[config.mk]
export PLATFORM = sky130hd
export DESIGN_NAME = exc_cause_sel
export DESIGN_NICKNAME = d
export VERILOG_FILES = /design/src/rtl/exc_sel_pkg.sv /design/src/rtl/exc_src_mask.sv /design/src/rtl/exc_prio_pick.sv /design/src/rtl/exc_code_enc.sv /design/src/rtl/exc_cause_sel.sv
export SDC_FILE = /design/constraint.sdc
export NUM_CORES = 1
export LEC_CHECK = 0
export BUFFER_PORTS_ARGS = -buffer_cell sky130_fd_sc_hd__buf_4
export CAP_MARGIN = 20
export CORE_MARGIN = 5
export CORE_UTILIZATION = 34
export CTS_CLUSTER_DIAMETER = 30
export DETAILED_ROUTE_END_ITERATION = 8
export SYNTH_ARGS = -nofsm -noshare
export SYNTH_HDL_FRONTEND = slang
export SYNTH_SLANG_ARGS = --single-unit
[constraint.sdc]
create_clock -name clk -period 2.46 [get_ports clk]
set_input_delay 0 -clock clk [delete_from_list [all_inputs] [get_ports clk]]
set_output_delay 0 -clock clk [all_outputs]
set_load 0.005 [all_outputs]
[src/rtl/exc_sel_pkg.sv]
package exc_sel_pkg;
  localparam int VEC_W    = 24;
  localparam int CODE_W   = 5;
  localparam int NUM_PRIO = 19;

  // Rank 0 is highest; entries are cause codes.
  localparam logic [CODE_W-1:0] PRIO_ORDER [NUM_PRIO] = '{
    5'd3, 5'd12, 5'd20, 5'd1, 5'd2, 5'd22, 5'd0,
    5'd11, 5'd9, 5'd10, 5'd8,
    5'd6, 5'd4, 5'd15, 5'd13, 5'd23, 5'd21, 5'd7, 5'd5
  };

  // Causes eligible in front-end mode: 0,1,2,12,20,22
  localparam logic [VEC_W-1:0] FE_MASK = 24'h50_1007;
endpackage

[src/rtl/exc_src_mask.sv]
module exc_src_mask
  import exc_sel_pkg::*;
#(
  parameter int W = VEC_W
) (
  input  logic         valid,
  input  logic         fe_only,
  input  logic [W-1:0] pend,
  output logic [W-1:0] elig
);
  localparam logic [W-1:0] FE_M = FE_MASK[W-1:0];

  always_comb begin
    if (!valid)       elig = '0;
    else if (fe_only) elig = pend & FE_M;
    else              elig = pend;
  end
endmodule

[src/rtl/exc_prio_pick.sv]
module exc_prio_pick
  import exc_sel_pkg::*;
#(
  parameter int W = VEC_W,
  parameter int N = NUM_PRIO
) (
  input  logic [W-1:0] elig,
  output logic [W-1:0] onehot
);
  // Pull flags into rank order so the scan runs over ranks.
  logic [N-1:0] ranked;
  for (genvar k = 0; k < N; k++) begin : g_rank
    assign ranked[k] = elig[PRIO_ORDER[k]];
  end

  logic found;
  always_comb begin
    onehot = '0;
    found  = 1'b0;
    for (int k = 0; k < N; k++) begin
      if (!found && ranked[k]) begin
        onehot[PRIO_ORDER[k]] = 1'b1;
        found = 1'b1;
      end
    end
  end
endmodule

[src/rtl/exc_code_enc.sv]
module exc_code_enc
  import exc_sel_pkg::*;
#(
  parameter int W  = VEC_W,
  parameter int CW = CODE_W
) (
  input  logic [W-1:0]  onehot,
  output logic          any,
  output logic [CW-1:0] code
);
  always_comb begin
    code = '0;
    for (int i = 0; i < W; i++) begin
      if (onehot[i]) code = code | CW'(i);
    end
  end
  assign any = |onehot;
endmodule

[src/rtl/exc_cause_sel.sv]
module exc_cause_sel
  import exc_sel_pkg::*;
#(
  parameter int W       = VEC_W,
  parameter int CW      = CODE_W,
  parameter bit REG_OUT = 1'b1
) (
  input  logic          clk,
  input  logic          rst,
  input  logic          valid_i,
  input  logic          fe_only_i,
  input  logic [W-1:0]  pend_i,
  output logic          any_o,
  output logic [CW-1:0] cause_o,
  output logic [W-1:0]  onehot_o
);
  logic [W-1:0]  elig;
  logic [W-1:0]  pick;
  logic          any_c;
  logic [CW-1:0] code_c;

  exc_src_mask #(.W(W)) u_mask (
    .valid(valid_i), .fe_only(fe_only_i), .pend(pend_i), .elig(elig)
  );

  exc_prio_pick #(.W(W)) u_pick (
    .elig(elig), .onehot(pick)
  );

  exc_code_enc #(.W(W), .CW(CW)) u_enc (
    .onehot(pick), .any(any_c), .code(code_c)
  );

  if (REG_OUT) begin : g_reg
    always_ff @(posedge clk) begin
      if (rst) begin
        any_o    <= 1'b0;
        cause_o  <= '0;
        onehot_o <= '0;
      end else begin
        any_o    <= any_c;
        cause_o  <= code_c;
        onehot_o <= pick;
      end
    end
  end else begin : g_comb
    assign any_o    = any_c;
    assign cause_o  = code_c;
    assign onehot_o = pick;
  end
endmodule

Yosys cells after proc, flatten, opt, wreduce, memory -nomap -nowiden
Cells that the tools add are included.
{"block": "word_totals", "reg_bits": 30, "output_inout_bits": 30, "elab_cells": 97}
{"block": "op_classes", "mux": 56, "reduce_logical": 37}
{"op": "24-bit 2-to-1 mux", "n": 2}
{"op": "1-bit 2-to-1 mux", "n": 37}
{"op": "4-bit 2-to-1 mux", "n": 7}
{"op": "5-bit 2-to-1 mux", "n": 4}
{"op": "19-bit OR reduction", "n": 1}
{"op": "1-bit logical AND", "n": 18}
{"op": "1-bit logical NOT", "n": 18}
{"op": "3-bit 2-to-1 mux", "n": 4}
{"op": "2-bit 2-to-1 mux", "n": 2}

Longest topological paths before layout
{"block": "logic_depth", "depth_word": 71, "ltp_mapped": 6, "mapped_depth_nobuf": 5}

Cells and area by module
A second synthesis with hierarchy kept.
{"block": "unflattened", "cells_unflattened": 146, "area_unflattened_um2": 1524.0}
{"mod": "exc_cause_sel", "instances": 1, "cells_each": 63, "area_per_inst_um2": 882.1, "seq_area_each_um2": 600.6}
{"mod": "exc_prio_pick", "instances": 1, "cells_each": 37, "area_per_inst_um2": 292.8, "seq_area_each_um2": 0.0}
{"mod": "exc_src_mask", "instances": 1, "cells_each": 27, "area_per_inst_um2": 229.0, "seq_area_each_um2": 0.0}
{"mod": "exc_code_enc", "instances": 1, "cells_each": 19, "area_per_inst_um2": 120.1, "seq_area_each_um2": 0.0}

Worst setup path before layout
OpenSTA, ideal clock, no wires.
{"block": "synth_path", "kind": "input -> register", "start": "input port pend_i[2]", "end": "register cause_o[2]", "setup_ns": 0.077, "arrival_time_ns": 1.556, "required_ns": 2.383, "path_slack_ns": 0.827, "cell_stages": 5, "n_path_buf": 1, "path_cell_list": "or3_1 or3_1 buf_2 or4_4 a41oi_2"}
{"block": "synth_via", "elab_chain_cells": 60}
{"element": "start: declaration", "line": "exc_cause_sel.sv:12", "source": "input logic [W-1:0] pend_i,"}
{"element": "24-bit 2-to-1 mux *", "line": "exc_src_mask.sv:15", "source": "else if (fe_only) elig = pend & FE_M;"}
{"element": "24-bit 2-to-1 mux *", "line": "exc_src_mask.sv:14", "source": "if (!valid) elig = '0;"}
{"element": "1-bit logical AND *", "line": "exc_prio_pick.sv:21", "source": "if (!found && ranked[k]) begin"}
{"element": "1-bit 2-to-1 mux *", "line": "exc_prio_pick.sv:21"}
{"element": "1-bit logical NOT", "line": "exc_prio_pick.sv:21"}
{"element": "1-bit logical AND", "line": "exc_prio_pick.sv:21"}
{"element": "1-bit 2-to-1 mux", "line": "exc_prio_pick.sv:21"}
{"element": "1-bit logical NOT", "line": "exc_prio_pick.sv:21"}
{"element": "(+34 left out)"}
{"element": "1-bit 2-to-1 mux", "line": "exc_prio_pick.sv:21"}
{"element": "1-bit logical NOT", "line": "exc_prio_pick.sv:21"}
{"element": "1-bit logical AND", "line": "exc_prio_pick.sv:21"}
{"element": "1-bit 2-to-1 mux", "line": "exc_prio_pick.sv:21"}
{"element": "3-bit 2-to-1 mux (3 in a row)", "line": "exc_code_enc.sv:14", "source": "if (onehot[i]) code = code | CW'(i);"}
{"element": "4-bit 2-to-1 mux (7 in a row)", "line": "exc_code_enc.sv:14"}
{"element": "5-bit 2-to-1 mux (3 in a row)", "line": "exc_code_enc.sv:14"}
{"element": "5-bit 2-to-1 mux *", "line": "exc_code_enc.sv:14"}
{"element": "end signal: assignment", "line": "exc_cause_sel.sv:42", "source": "cause_o <= code_c;"}
{"element": "end: declaration", "line": "exc_cause_sel.sv:14", "source": "output logic [CW-1:0] cause_o,"}
Every way passes the cells marked *; elsewhere a longest branch is shown, timed or not.
A chain may end at the register's enable or synchronous reset.

Worst setup path in the final report
{"block": "layout_path", "start": "input port pend_i[20]", "end": "register onehot_o[13]"}
{"block": "layout_via", "elab_chain_cells": 40}
{"element": "24-bit 2-to-1 mux *", "line": "exc_src_mask.sv:15"}
{"element": "24-bit 2-to-1 mux *", "line": "exc_src_mask.sv:14"}
{"element": "1-bit logical AND *", "line": "exc_prio_pick.sv:21"}
{"element": "1-bit 2-to-1 mux *", "line": "exc_prio_pick.sv:21"}
{"element": "1-bit logical NOT", "line": "exc_prio_pick.sv:21"}
{"element": "1-bit logical AND", "line": "exc_prio_pick.sv:21"}
{"element": "1-bit 2-to-1 mux *", "line": "exc_prio_pick.sv:21"}
{"element": "1-bit logical NOT", "line": "exc_prio_pick.sv:21"}
{"element": "(+24 left out)"}
{"element": "1-bit logical AND", "line": "exc_prio_pick.sv:21"}
{"element": "1-bit 2-to-1 mux *", "line": "exc_prio_pick.sv:21"}
{"element": "1-bit logical NOT", "line": "exc_prio_pick.sv:21"}
{"element": "1-bit logical AND", "line": "exc_prio_pick.sv:21"}
{"element": "1-bit 2-to-1 mux *", "line": "exc_prio_pick.sv:21"}
{"element": "1-bit logical NOT *", "line": "exc_prio_pick.sv:21"}
{"element": "1-bit logical AND *", "line": "exc_prio_pick.sv:21"}
{"element": "1-bit 2-to-1 mux *", "line": "exc_prio_pick.sv:21"}
{"element": "end signal: assignment", "line": "exc_cause_sel.sv:43", "source": "onehot_o <= pick;"}
{"element": "end: declaration", "line": "exc_cause_sel.sv:15", "source": "output logic [W-1:0] onehot_o"}
Marked as above.

==> impl_metrics.tcl <==
set metrics [dict create \
    run_status "completed" \
    critical_path_class "in2reg" \
    synth.most_common_cell "dfxtp_1" \
    async_flop_share_pct 0 \
    drive_above_1_share_pct 31.18 \
    clk_pin_slew_ps 130 \
    dpl.hpwl_mm 2.345 \
    ys_types 35 \
    vias 1091 \
    diodes 0 \
    syn_inst 117 \
    crit_chain "dlygate4sd3_1 -> buf_4 -> nor3_2 -> nand3_1 -> nor4_2 -> nor3b_1 -> dlygate4sd3_1" \
    rsz0062_at_grt "false" \
    synth.yosys.warnings 0 \
    finalSetupViolations 0 \
    dieWidth_microns 66.45 \
    dr.first_iter.drc_count 22 \
    top_usage_layer "met2" \
    cts_tree "done" \
    ys_seq_area_share_pct 46.19 \
    cts.sinks 25 \
    postLayoutCoreUtil_pct 55.98 \
    max_slew.worst_pin.slew_ps 586.6 \
    synthFlopType "dfxtp_1" \
    holdPathStages 3 \
    syn2layout_area_growth_pct 57.74 \
    die_h_microns 66.45 \
    peakVddDrop_uv 219.3 \
    antenna_found_initial 0 \
    use_met3_pct 2.024 \
    fin_hold_ws_ps 18.66 \
    min_from "pend_i[0]" \
    crit_end "onehot_o[13]" \
    grt_use_total_pct 14.39 \
    drc_errors 0 \
    placed_area_sq_um 1460 \
    synth_top_area_share_pct 46.19 \
    cp-startpoint "pend_i[20]" \
    synth_seq_cells 25 \
    grt_first_pass_wirelength_mm 4.850 \
    p_total_uw 712.6 \
    hold_path_class "in2reg" \
    grt_remaining_overflow 0 \
    crit_slowest_cell "dlygate4sd3_1" \
    cts-root-buf "clkbuf_4" \
    gr-usage-met1_pct 17.62 \
    cp_common_cell "dlygate4sd3_1" \
    grt_pass1_vias 1059 \
    cts_buffers 3 \
    netlist_area_sq_um 1084 \
    period_minus_slack_ps 2084 \
    critPathArrivalTime_ps 2350 \
    setup_tns_ps 0 \
    synthTopCellsByCount "dfxtp_1 (25), nor2_1 (9), nand2_1 (8), nor3_1 (7)" \
    finalMaxSlewViolations 0 \
    cp_max_fo 6 \
    core_area_sq_um 3053 \
    crit_required_ps 2720 \
    initial_core_util_pct 35.49 \
    wl_per_cell_microns 13.24 \
    period_share_pct 84.73 \
    synth-edff-count 0 \
    dr.pass1.iters 4 \
    met2_usage_pct 24.54 \
    final_net_count 215 \
    maxSlewHeadroom_pct 60.60 \
    postRouteAntennaNets 0 \
    h-tree-depth 1 \
    place_congestion 0.8251 \
    port_buffers 47 \
    synthTopCellsByArea "dfxtp_1 (46%), buf_4 (3.5%), and3b_1 (3.2%), nor3_1 (3.2%), nor2_1 (3.1%)" \
    grt_max_degree 16 \
    end_kind "flop" \
    netlist.top_cell.by_area "dfxtp_1" \
    synth_area_per_cell_sq_um 9.261 \
    timing.fmax_ghz 0.4798 \
    start_kind "input port" \
    io-pin-count 58 \
    cp_slowest_stage_delay_ps 560 \
    final_hold_viol_count 0 \
    power.leakage_nw 0.7484 \
    design_area_sq_um 1709 \
    cts.path.max_buffers 2 \
    dieArea_sq_um 4416 \
    via_per_inst 4.743 \
    wirelength_mm 3.046 \
    row_count 20 \
    max_cap_viol_count 0 \
    power_density_nw_per_um2 417.0 \
]
cell usage in the layout, fill, tap and decap left out, types with 2 or more instances in the layout:
| master | instances |
|---|---|
| buf_4 | 47 |
| dfxtp_1 | 25 |
| dlygate4sd3_1 | 21 |
| nor2_1 | 9 |
| nand2_1 | 8 |
| nor3_1 | 6 |
| and2_1 | 5 |
| conb_1 | 5 |
| nor3b_1 | 4 |
| and3b_1 | 4 |
| a31oi_1 | 4 |
| a21oi_1 | 4 |
| nand2b_1 | 3 |
| o21ai_0 | 3 |
| nor2b_1 | 3 |
| and3_1 | 3 |
| clkbuf_4 | 3 |
| or3_1 | 2 |
| nand3_1 | 2 |
| nor4b_1 | 2 |
| nand3b_1 | 2 |
| and4b_1 | 2 |
| o31ai_1 | 2 |
| a41oi_1 | 2 |
| or4_4 | 2 |
per-stage QoR:
stage               setup WS [ps]  cells
finish                      375.7    230
global placement            632.3    205
floorplan                   827.1    121
detailed placement          626.2    205
global route                214.8    230
CTS                         65.92    230
worst max-delay path, delay by kind of cell:
kind	cells	cell delay, ps
buffers and inverters	3	1230
and+or+nand+nor	4	1110
power breakdown:
group	internal [mW]	leakage (nW)	switching, mW
clock	0.0607	0.0177	0.117
sequential	0.411	0.203	0.00161
combinational	0.0669	0.528	0.0552
kinds of logic (layout without fill, tap and decap cells):
| kind of cell | after synthesis | after routing | synth area share (%) |
|---|---|---|---|
| buffers and inverters | 8 | 73 | 4.618 |
| AOI/OAI and AO/OA | 20 | 20 | 12.93 |
| and+or+nand+nor | 63 | 63 | 35.91 |
| other | 1 | 5 | 0.3461 |
| DFF | 25 | 25 | 46.19 |
repair_timing:
item	CTS	global route
hold buffers	21	0
endpoints found under the hold margin	25	0
setup endpoints to repair	0	2
gates resized for setup	0	2
buffers inserted	0	0
metal layers:
layer,up-vias,part of all wire (%)
met3,4,4.3
met4,0,2.0
met1,498,46
met5,-,0
li1,559,-
met2,30,48
sequential cells by signal, summed over array words and instances (netlist names):
name / cells
onehot_o: 19
any_o: 1
cause_o: 5
how the worst min path moves through the flow:
stage / slack [ps] / endpoint
detailed placement: 220 / onehot_o[13]
finish: 20 / onehot_o[10]
global placement: 210 / onehot_o[13]
floorplan: 80 / onehot_o[13]
global route: 20 / onehot_o[10]
CTS: 10 / onehot_o[10]
area by class of cell:
cell class	count	area [sq um]
Inverter	1	3.754
Fill cell	312	1344
Clock inverter	1	5.005
Timing Repair Buffer	68	563.0
Multi-Input combinational cell	88	559.3
Tap cell	44	55.05
Sequential cell	25	500.5
Clock buffer	3	22.52
No activity file was read; power rests on OpenSTA's default activity.
